===== config.mk =====
export PLATFORM = sky130hd
export DESIGN_NAME = irq_vec_ctrl
export DESIGN_NICKNAME = d
export VERILOG_FILES = /design/src/rtl/irq_vec_ctrl.sv
export SDC_FILE = /design/constraint.sdc
export NUM_CORES = 1
export LEC_CHECK = 0
export BUFFER_PORTS_ARGS = -buffer_cell sky130_fd_sc_hd__buf_2
export CORE_MARGIN = 8
export CORE_UTILIZATION = 40
export CTS_CLUSTER_DIAMETER = 200
export DETAILED_ROUTE_END_ITERATION = 12
export GPL_TIMING_DRIVEN = 0
export PLACE_DENSITY = 0.75
export RECOVER_POWER = 100
export SYNTH_ARGS = -nofsm -noshare
export SYNTH_HDL_FRONTEND = slang
export SYNTH_SLANG_ARGS = --single-unit

===== constraint.sdc =====
create_clock -name clk -period 3.3 [get_ports clk]
set_clock_uncertainty 0.1 [all_clocks]
set_input_delay 0.495 -clock clk [delete_from_list [all_inputs] [get_ports clk]]
set_output_delay 0.495 -clock clk [all_outputs]
set_load 0.01 [all_outputs]

===== src/rtl/irq_vec_ctrl.sv =====
module irq_vec_ctrl #(
  parameter int          N_SRC     = 8,
  parameter logic [31:0] EDGE_MASK = 32'h0000_000F,
  parameter int          ADDR_W    = 6
) (
  input  logic              clk,
  input  logic              rst_n,
  input  logic [N_SRC-1:0]  irq_in,
  input  logic [ADDR_W-1:0] bus_addr,
  input  logic              bus_we,
  input  logic [31:0]       bus_wdata,
  output logic [31:0]       bus_rdata,
  output logic              irq_out
);
  localparam logic [ADDR_W-1:0] A_STAT = ADDR_W'(8'h00);
  localparam logic [ADDR_W-1:0] A_PEND = ADDR_W'(8'h04);
  localparam logic [ADDR_W-1:0] A_EN   = ADDR_W'(8'h08);
  localparam logic [ADDR_W-1:0] A_ACK  = ADDR_W'(8'h0C);
  localparam logic [ADDR_W-1:0] A_SET  = ADDR_W'(8'h10);
  localparam logic [ADDR_W-1:0] A_CLR  = ADDR_W'(8'h14);
  localparam logic [ADDR_W-1:0] A_VEC  = ADDR_W'(8'h18);
  localparam logic [ADDR_W-1:0] A_MST  = ADDR_W'(8'h1C);
  localparam logic [N_SRC-1:0]  EDGE   = EDGE_MASK[N_SRC-1:0];

  logic [N_SRC-1:0] status_q, enable_q, prev_q, pending, capture, ack_bits, wbits;
  logic [1:0]       master_q;
  logic [31:0]      vector;

  assign wbits    = bus_wdata[N_SRC-1:0];
  assign ack_bits = (bus_we && bus_addr == A_ACK) ? wbits : '0;
  assign capture  = (EDGE & irq_in & ~prev_q) | (~EDGE & irq_in);
  assign pending  = status_q & enable_q;
  assign irq_out  = (|pending) && (master_q == 2'b11);

  always_ff @(posedge clk) begin
    if (!rst_n) begin
      status_q <= '0;
      enable_q <= '0;
      prev_q   <= '0;
      master_q <= '0;
    end else begin
      prev_q   <= irq_in;
      status_q <= (status_q & ~ack_bits) | capture;
      if (bus_we) begin
        case (bus_addr)
          A_EN:    enable_q <= wbits;
          A_SET:   enable_q <= enable_q | wbits;
          A_CLR:   enable_q <= enable_q & ~wbits;
          A_MST:   master_q <= bus_wdata[1:0];
          default: ;
        endcase
      end
    end
  end

  always_comb begin
    vector = 32'hFFFF_FFFF;
    for (int i = N_SRC - 1; i >= 0; i--)
      if (pending[i]) vector = 32'(i);
  end

  always_comb begin
    bus_rdata = '0;
    case (bus_addr)
      A_STAT:  bus_rdata[N_SRC-1:0] = status_q;
      A_PEND:  bus_rdata[N_SRC-1:0] = pending;
      A_EN:    bus_rdata[N_SRC-1:0] = enable_q;
      A_VEC:   bus_rdata = vector;
      A_MST:   bus_rdata[1:0] = master_q;
      default: bus_rdata = '0;
    endcase
  end
endmodule


==> results of run 1 <==
[how the worst max path moves through the flow]
stage	endpoint	slack (ns)	cells past startpoint
floorplan	bus_rdata[10]	0.19	5
global placement	bus_rdata[10]	-0.27	6
detailed placement	bus_rdata[15]	-0.28	6
CTS	bus_rdata[15]	0.04	6
global route	bus_rdata[16]	0.06	6
finish	bus_rdata[15]	0.31	6
[worst max-delay path, cell delays in order]
cell	delay (ns)
clkbuf_1	0.23
clkbuf_1	0.36
nand4b_1	0.47
nor2_4	0.50
clkbuf_4	0.22
buf_2	0.12
[power groups by stage]
stage               Clock (mW)  Combinational, mW  Sequential, mW
global placement             0             0.0775           0.291
detailed placement           0             0.0788           0.291
global route             0.163             0.0872           0.286
floorplan                    0             0.0483           0.288
CTS                      0.154             0.0793           0.285
finish                   0.148             0.0764           0.285
[placed cells by master (no fill, tap or decap)]
cell type,synthesis,layout
a21boi_0,2,2
nand4b_1,1,1
o31a_1,1,1
buf_2,2,44
nand2b_1,2,2
nor2_4,0,1
o22ai_1,6,6
o31ai_1,1,1
clkbuf_1,6,18
a21oi_1,6,6
a22oi_1,8,8
or4b_1,1,1
nor3b_1,0,1
nand3_1,3,3
nor2_1,3,3
and2_0,0,3
clkbuf_4,0,26
nand2_1,15,15
dfxtp_1,22,22
o21ai_0,15,15
a2111oi_0,2,2
clkbuf_8,0,1
and3_1,1,1
nor3_1,2,2
a31oi_1,5,5
and2_1,5,2
xnor2_1,1,1
o21a_1,4,4
o32ai_1,2,2
nor2b_1,4,4
inv_1,17,17
or4_1,1,1
a32o_1,9,9
nand4_1,1,1
nor4b_4,1,1
[routing by layer]
metal	up-vias	global-route usage (%)	part of all wire [%]
met5	-	0	0
met3	5	3.862	12
li1	719	-	-
met2	62	19.48	41
met1	605	17.55	46
met4	0	3.913	1.1
[flip-flops by register name (all words and copies together) (netlist names)]
signal    count
status_q      8
master_q      2
prev_q        4
enable_q      8
[layout make-up]
type	instances	area share, %
multi-input combinational	104	38.83
timing repair buffer	54	14.82
tap	46	3.326
clock buffer	4	2.097
inverter	17	3.688
sequential	22	25.45
buffer	31	11.79
[stage by stage]
stage                     std cells  hold WS [ns]  setup TNS (ns)  total power [mW]
after floorplan                 174        0.3659               0            0.3368
after global placement          274        0.3981          -6.241            0.3681
after detailed placement        274        0.3957          -6.488            0.3696
after CTS                       278        0.2726               0            0.5176
after global routing            278        0.2816               0            0.5363
final                           278        0.2816               0            0.5098
[what timing repair did]
action,4_1_cts,5_1_grt
hold buffers,0,0
buffers inserted,0,0
endpoints found under the setup margin,24,24
resized for setup,1,1
[logic make-up after synthesis]
group | Yosys count | synth area share, %
DFF | 22 | 31.74
and+or+nand+nor | 42 | 17.94
xor gates and xnor gates | 1 | 0.6313
buffers and inverters | 48 | 19.39
AOI/OAI and AO/OA | 61 | 30.30
==> impl_summary.txt, run 1 <==
----------------------------------------------------
[Status]
  Result of the run ... completed

[Pwr]
  Areal power density over the cells ... 294.6 nW/µm²
  P_leak ... between 0.7 and 0.8 nW
  Sequential group share of total power ... between 50 and 60%
  Largest voltage drop on the vdd net ... ~0.21 mV
  Int Power ... 377.7 µW
  Combinational share of power ... about 15%
  Net switching power ... about 130 µW
  Part of the power in the clock network ... between 20% and 30%
  Net Sw Frac ... about a quarter

[Logic synthesis]
  Main area contributors after synthesis ... dfxtp_1, buf_4, a32o_1, o21ai_0, inv_1
  Number of instances in the synthesized netlist ... roughly 170
  Area of the mapped netlist ... about 1400 µm²
  Synth top area share ... about a third
  Commonest cells in the netlist ... buf_4, dfxtp_1, inv_1, nand2_1, o21ai_0
  Number of storage elements in the synthesis netlist ... 22
  Top-count cell post-synth ... buf_4
  Share of synthesized area occupied by flip-flops and latches ... about a third
  Fraction of registers with async set/reset ... 0%
  Number of synthesized flops with an enable pin ... 0
  Library cell with the largest summed area after synthesis ... dfxtp_1
  Number of library cell types mapped by synthesis ... 33
  Post-synth top flop ... dfxtp_1
  Average cell area after synthesis ... about 8.0 µm²
  Count of synthesis-stage warnings from yosys ... 0
  Synthesized net count ... about 220

[CTS]
  Worst skew pair latency ... ~0.31 ns
  CTS tree ... built
  H-tree lvl count ... 1
  Reg clk slew, reported paths ... about 0.12 ns
  Clock root cell ... clkbuf_4
  Number of buffers on the longest clock path ... 2
  Total CTS buffers ... 3
  CTS Sinks ... 22

[Setup path]
  WP data required ... 2.70 ns
  FF-to-FF End ... status_q[5]$_SDFF_PN0_
  Worst setup path start ... bus_addr[3]
  Critical Setup Path Class ... in2out
  Arrival time at the worst endpoint ... around 2.4 ns
  Largest fanout on the critical path ... 24
  CP startpoint kind ... input port
  Register-to-register setup slack ... 2.45 ns
  Critical Path End Type ... output pin
  Start of the worst register-to-register path ... status_q[5]$_SDFF_PN0_
  Reg2Reg Depth ... 2

[Drt]
  Drt first pass iters ... 4
  Starting DRT DRC Count ... a little over 70
  Post-DR wirelength/cell ... approximately 13 µm
  DRC ... 0
  Residual antenna-violating net count after detailed routing ... 0
  Via count of the routed design ... about 1400
  Total Wirelength ... 3.614 mm
  Vias per cell ... between 5 and 6

[GRT]
  Via count of the first global-routing pass ... 1243
  Number of antenna violations at the first check in global routing ... 0
  Global-route wire length before repair ... ~5.8 mm
  Sum of overflow across all layers after global routing ... 0
  Tot GR Track Use ... 13.09%
  Largest net degree at the start of global routing ... 25

[Worst hold path]
  Sink of the worst hold path ... status_q[6]$_SDFF_PN0_
  Worst hold start ... bus_wdata[6]
  Hold Path Class ... in2reg
  Cells on Worst Hold Path ... 2

[Timing]
  Relative slew slack ... 28.93%
  Final Cycle Share ... between 90% and 100%
  Final-report setup violation count ... 0
  Shortest clock period the worst path allows after layout ... ~3 ns
  Number of slew-limit violations in the final report ... 0
  Min setup slack post-route ... 0.3088 ns
  Transition time at the pin with the least slew margin ... 1.064 ns
  Highest clock frequency the design can meet ... approximately 330 MHz
  Setup repair after global routing missed its margin ... no
  Number of hold violations in the final report ... 0

[Floorplanning]
  Overall die width ... roughly 75 µm
  Die outline area ... roughly 5600 µm²
  Top-level port count ... between 80 and 90
  Std-Cell Core Area ... approximately 3300 µm²
  Vertical die dimension ... roughly 75 µm
  Effective utilization at floorplan ... 41.58%
  Placement Rows ... 21

[Placement]
  Port Buffers ... 54
  Cell area reported after detailed placement ... approximately 1700 µm²
  Dpl hpwl ... between 2 and 3 mm
  Setup slack at placement ... -0.2825 ns
  Weighted congestion reported at the end of routability-driven placement ... between 0.8 and 0.9

[Layout]
  Area of the multi-input gates ... ~670 µm²
  Combined flip-flop and latch cell area ... roughly 440 µm²
  Signed area change from the synthesized netlist to the final layout ... 24.71%
  Post-route design area ... around 1700 µm²
  Post-layout util ... about 52%
  Final Net Count ... 282
  Antenna diode count ... 0
  Fraction of layout instances using a drive strength above 1 ... about a third
  Total of fill cells in the finished design ... between 300 and 400

[Run]
  Maximum Capacitance Violations ... 0

----------------------------------------------------
(Power assumes the default switching activity.)
==> run 2, diff against run 1 <==
--- a/config.mk
+++ b/config.mk
@@ -6,13 +6,16 @@
 export NUM_CORES = 1
 export LEC_CHECK = 0
 export BUFFER_PORTS_ARGS = -buffer_cell sky130_fd_sc_hd__buf_2
+export CORE_ASPECT_RATIO = 0.6
 export CORE_MARGIN = 8
 export CORE_UTILIZATION = 40
+export CTS_BUF_LIST = sky130_fd_sc_hd__clkbuf_4
 export CTS_CLUSTER_DIAMETER = 200
 export DETAILED_ROUTE_END_ITERATION = 12
 export GPL_TIMING_DRIVEN = 0
 export PLACE_DENSITY = 0.75
 export RECOVER_POWER = 100
+export REMOVE_ABC_BUFFERS = 1
 export SYNTH_ARGS = -nofsm -noshare
 export SYNTH_HDL_FRONTEND = slang
 export SYNTH_SLANG_ARGS = --single-unit
==> run 2 against run 1 <==
Net effect: combinational power down 4.6%; sequential share of layout area up 3.4 points; clock power up 42%.
==> impl_summary.txt, run 2 (synthesized netlist as in run 1, its figures left out) <==
----------------------------------------------------
[Layout]
  Leading cell types in the layout, fill and taps excluded ... clkbuf_1, buf_2, dfxtp_1
  Antenna diode count ... 0 (unchanged)
  Total of fill cells in the finished design ... 376 (+7.4%)
  Signed area change from the synthesized netlist to the final layout ... 9.919%
  Area of the multi-input gates ... 666.9 µm² (-0.74%)
  Final Net Count ... 254 (-9.9%)
  Largest registers ranked by flip-flop count ... enable_q (8), status_q (8), prev_q (4)
  Combined flip-flop and latch cell area ... 440.4 µm² (unchanged)
  Final cell count without fillers ... 249 (-10%)
  Most frequent standard cell in the layout excluding fill and tap cells ... clkbuf_1
  Fraction of layout instances using a drive strength above 1 ... 15.20% (-16 points)

[CTS]
  Total CTS buffers ... 3 (unchanged)
  Number of buffers on the longest clock path ... 2 (unchanged)
  CTS tree ... built
  Setup fix buffers added after clock tree synthesis ... 0 (unchanged)
  Worst skew pair latency ... 0.31 ns (about the same)
  CTS Sinks ... 22 (unchanged)
  Reg clk slew, reported paths ... 0.13 ns (about the same)
  H-tree lvl count ... 1 (unchanged)
  Cts repair resizes ... 0 (-1)
  Count of hold-fix buffers inserted at cts ... 0 (unchanged)
  Clock root cell ... clkbuf_4

[Pwr]
  Int Power ... 429.2 µW (+14%)
  Sequential group share of total power ... 50.2% (-5.7 points)
  Largest voltage drop on the vdd net ... 0.2246 mV (+4.6%)
  Areal power density over the cells ... 372.8 nW/µm² (+27%)
  Part of the power in the clock network ... 37.0% (+7.9 points)
  P_leak ... 0.5760 nW (-25%)
  Net switching power ... 139.4 µW (+5.5%)
  Net Sw Frac ... 24.51% (-1.4 points)
  Combinational share of power ... 12.8% (-2.2 points)

[Setup path]
  WP data required ... 2.70 ns (about the same)
  Largest fanout on the critical path ... 24 (unchanged)
  Critical Path End Type ... output pin
  Reg2Reg Depth ... 3 (+1)
  Critical Setup Path Class ... in2out
  CP startpoint kind ... input port
  Arrival time at the worst endpoint ... 2.33 ns (-0.07 ns)

[Drt]
  Total Wirelength ... 3.858 mm (+6.8%)
  Via count of the routed design ... 1353 (-2.7%)
  Drt first pass iters ... 4 (unchanged)
  Vias per cell ... 5.434 (+8.6%)
  Starting DRT DRC Count ... 171 (+140%)
  DRC ... 0 (unchanged)
  Post-DR wirelength/cell ... 15.49 µm (+19%)
  Residual antenna-violating net count after detailed routing ... 0 (unchanged)

[Floorplanning]
  Placement Rows ... 16 (-24%)
  Top-level port count ... 82 (unchanged)
  Die outline area ... 5671 µm² (+1.1%)
  Effective utilization at floorplan ... 42.26% (+0.68 points)
  Overall die width ... 92.04 µm (+23%)
  Std-Cell Core Area ... 3283 µm² (-1.6%)
  Vertical die dimension ... 61.62 µm (-18%)

[Timing]
  Transition time at the pin with the least slew margin ... 1.246 ns (+0.1823 ns)
  Final Cycle Share ... 88.54% (-2.1 points)
  Final-report setup violation count ... 0 (unchanged)
  Post-route setup TNS ... 0 ns (unchanged)
  Relative slew slack ... 16.75% (-12 points)
  Number of slew-limit violations in the final report ... 0 (unchanged)
  Highest clock frequency the design can meet ... 342.2 MHz (+2.4%)
  Shortest clock period the worst path allows after layout ... 2.922 ns (-0.06930 ns)
  Number of hold violations in the final report ... 0 (unchanged)
  Setup repair after global routing missed its margin ... no

[Placement]
  Dpl hpwl ... 2.920 mm (+0.32%)
  Weighted congestion reported at the end of routability-driven placement ... 0.8820 (-0.63%)
  Port Buffers ... 57 (+5.6%)
  Post-placement cell count ... 245 (-11%)

[Run]
  Maximum Capacitance Violations ... 0 (unchanged)

[GRT]
  Number of antenna violations at the first check in global routing ... 0 (unchanged)
  Sum of overflow across all layers after global routing ... 0 (unchanged)
  Via count of the first global-routing pass ... 1272 (+2.3%)
  Largest net degree at the start of global routing ... 25 (unchanged)
  Tot GR Track Use ... 13.30% (+0.21 points)
  Global-route wire length before repair ... 6.051 mm (+4.5%)

[Status]
  Result of the run ... completed

[Worst hold path]
  Hold Path Class ... in2reg
  Cells on Worst Hold Path ... 2 (unchanged)

----------------------------------------------------
## run 2: power groups by stage
stage	sequential [mW]	combinational, mW	clock [mW]
finish	0.286	0.0729	0.210
global route	0.287	0.0816	0.222
floorplan	0.288	0.0371	0
global placement	0.291	0.0735	0
CTS	0.285	0.0748	0.211
detailed placement	0.291	0.0746	0
## run 2: final cells by class
type / count / share of cell area (%)
Sequential cell: 22 / 28.88
Timing Repair Buffer: 57 / 16.08
Clock inverter: 1 / 1.969
Multi-Input combinational cell: 104 / 43.72
Tap cell: 45 / 3.692
Clock buffer: 3 / 1.477
Inverter: 17 / 4.184
## run 2: metal layers
metal	vias to the layer above	GRT usage (%)	routed length, µm
li1	668	-	-
met4	0	2.500	26
met2	80	20.45	1380
met5	-	0	0
met3	4	6.448	649
met1	601	16.63	1801
## run 2: final timing paths
path | startpoint | to | slack [ns]
hold / removal | irq_in[2] | prev_q[2]$_SDFF_PN0_ | 0.28
setup / recovery | bus_addr[0] | bus_rdata[27] | 0.38
setup reg to reg | status_q[1]$_SDFF_PN0_ | status_q[1]$_SDFF_PN0_ | 2.39
hold reg to reg | master_q[1]$_SDFFE_PN0P_ | master_q[1]$_SDFFE_PN0P_ | 0.41
## run 2: metrics by stage
| step | hold slack, ns | total power, mW | setup slack, ns | cell area, µm² | util (%) |
|---|---|---|---|---|---|
| 4_1_cts | 0.2711 | 0.5715 | 0.1872 | 1577 | 48.02 |
| 6_report | 0.2792 | 0.5686 | 0.3781 | 1525 | 46.46 |
| 5_1_grt | 0.2678 | 0.5904 | 0.1179 | 1525 | 46.46 |
| 2_1_floorplan | 0.3658 | 0.3256 | -1.337 | 1182 | - |
| 3_5_place_dp | 0.3892 | 0.3658 | 0.1844 | 1524 | 46.42 |
| 3_3_place_gp | 0.3846 | 0.3643 | 0.2695 | 1524 | 46.42 |
## run 2: critical path: stages
cell and delay [ns]:
buf_2 0.11, nor3_1 0.36, nand4b_1 0.43, nor2_2 0.67, buf_2 0.25
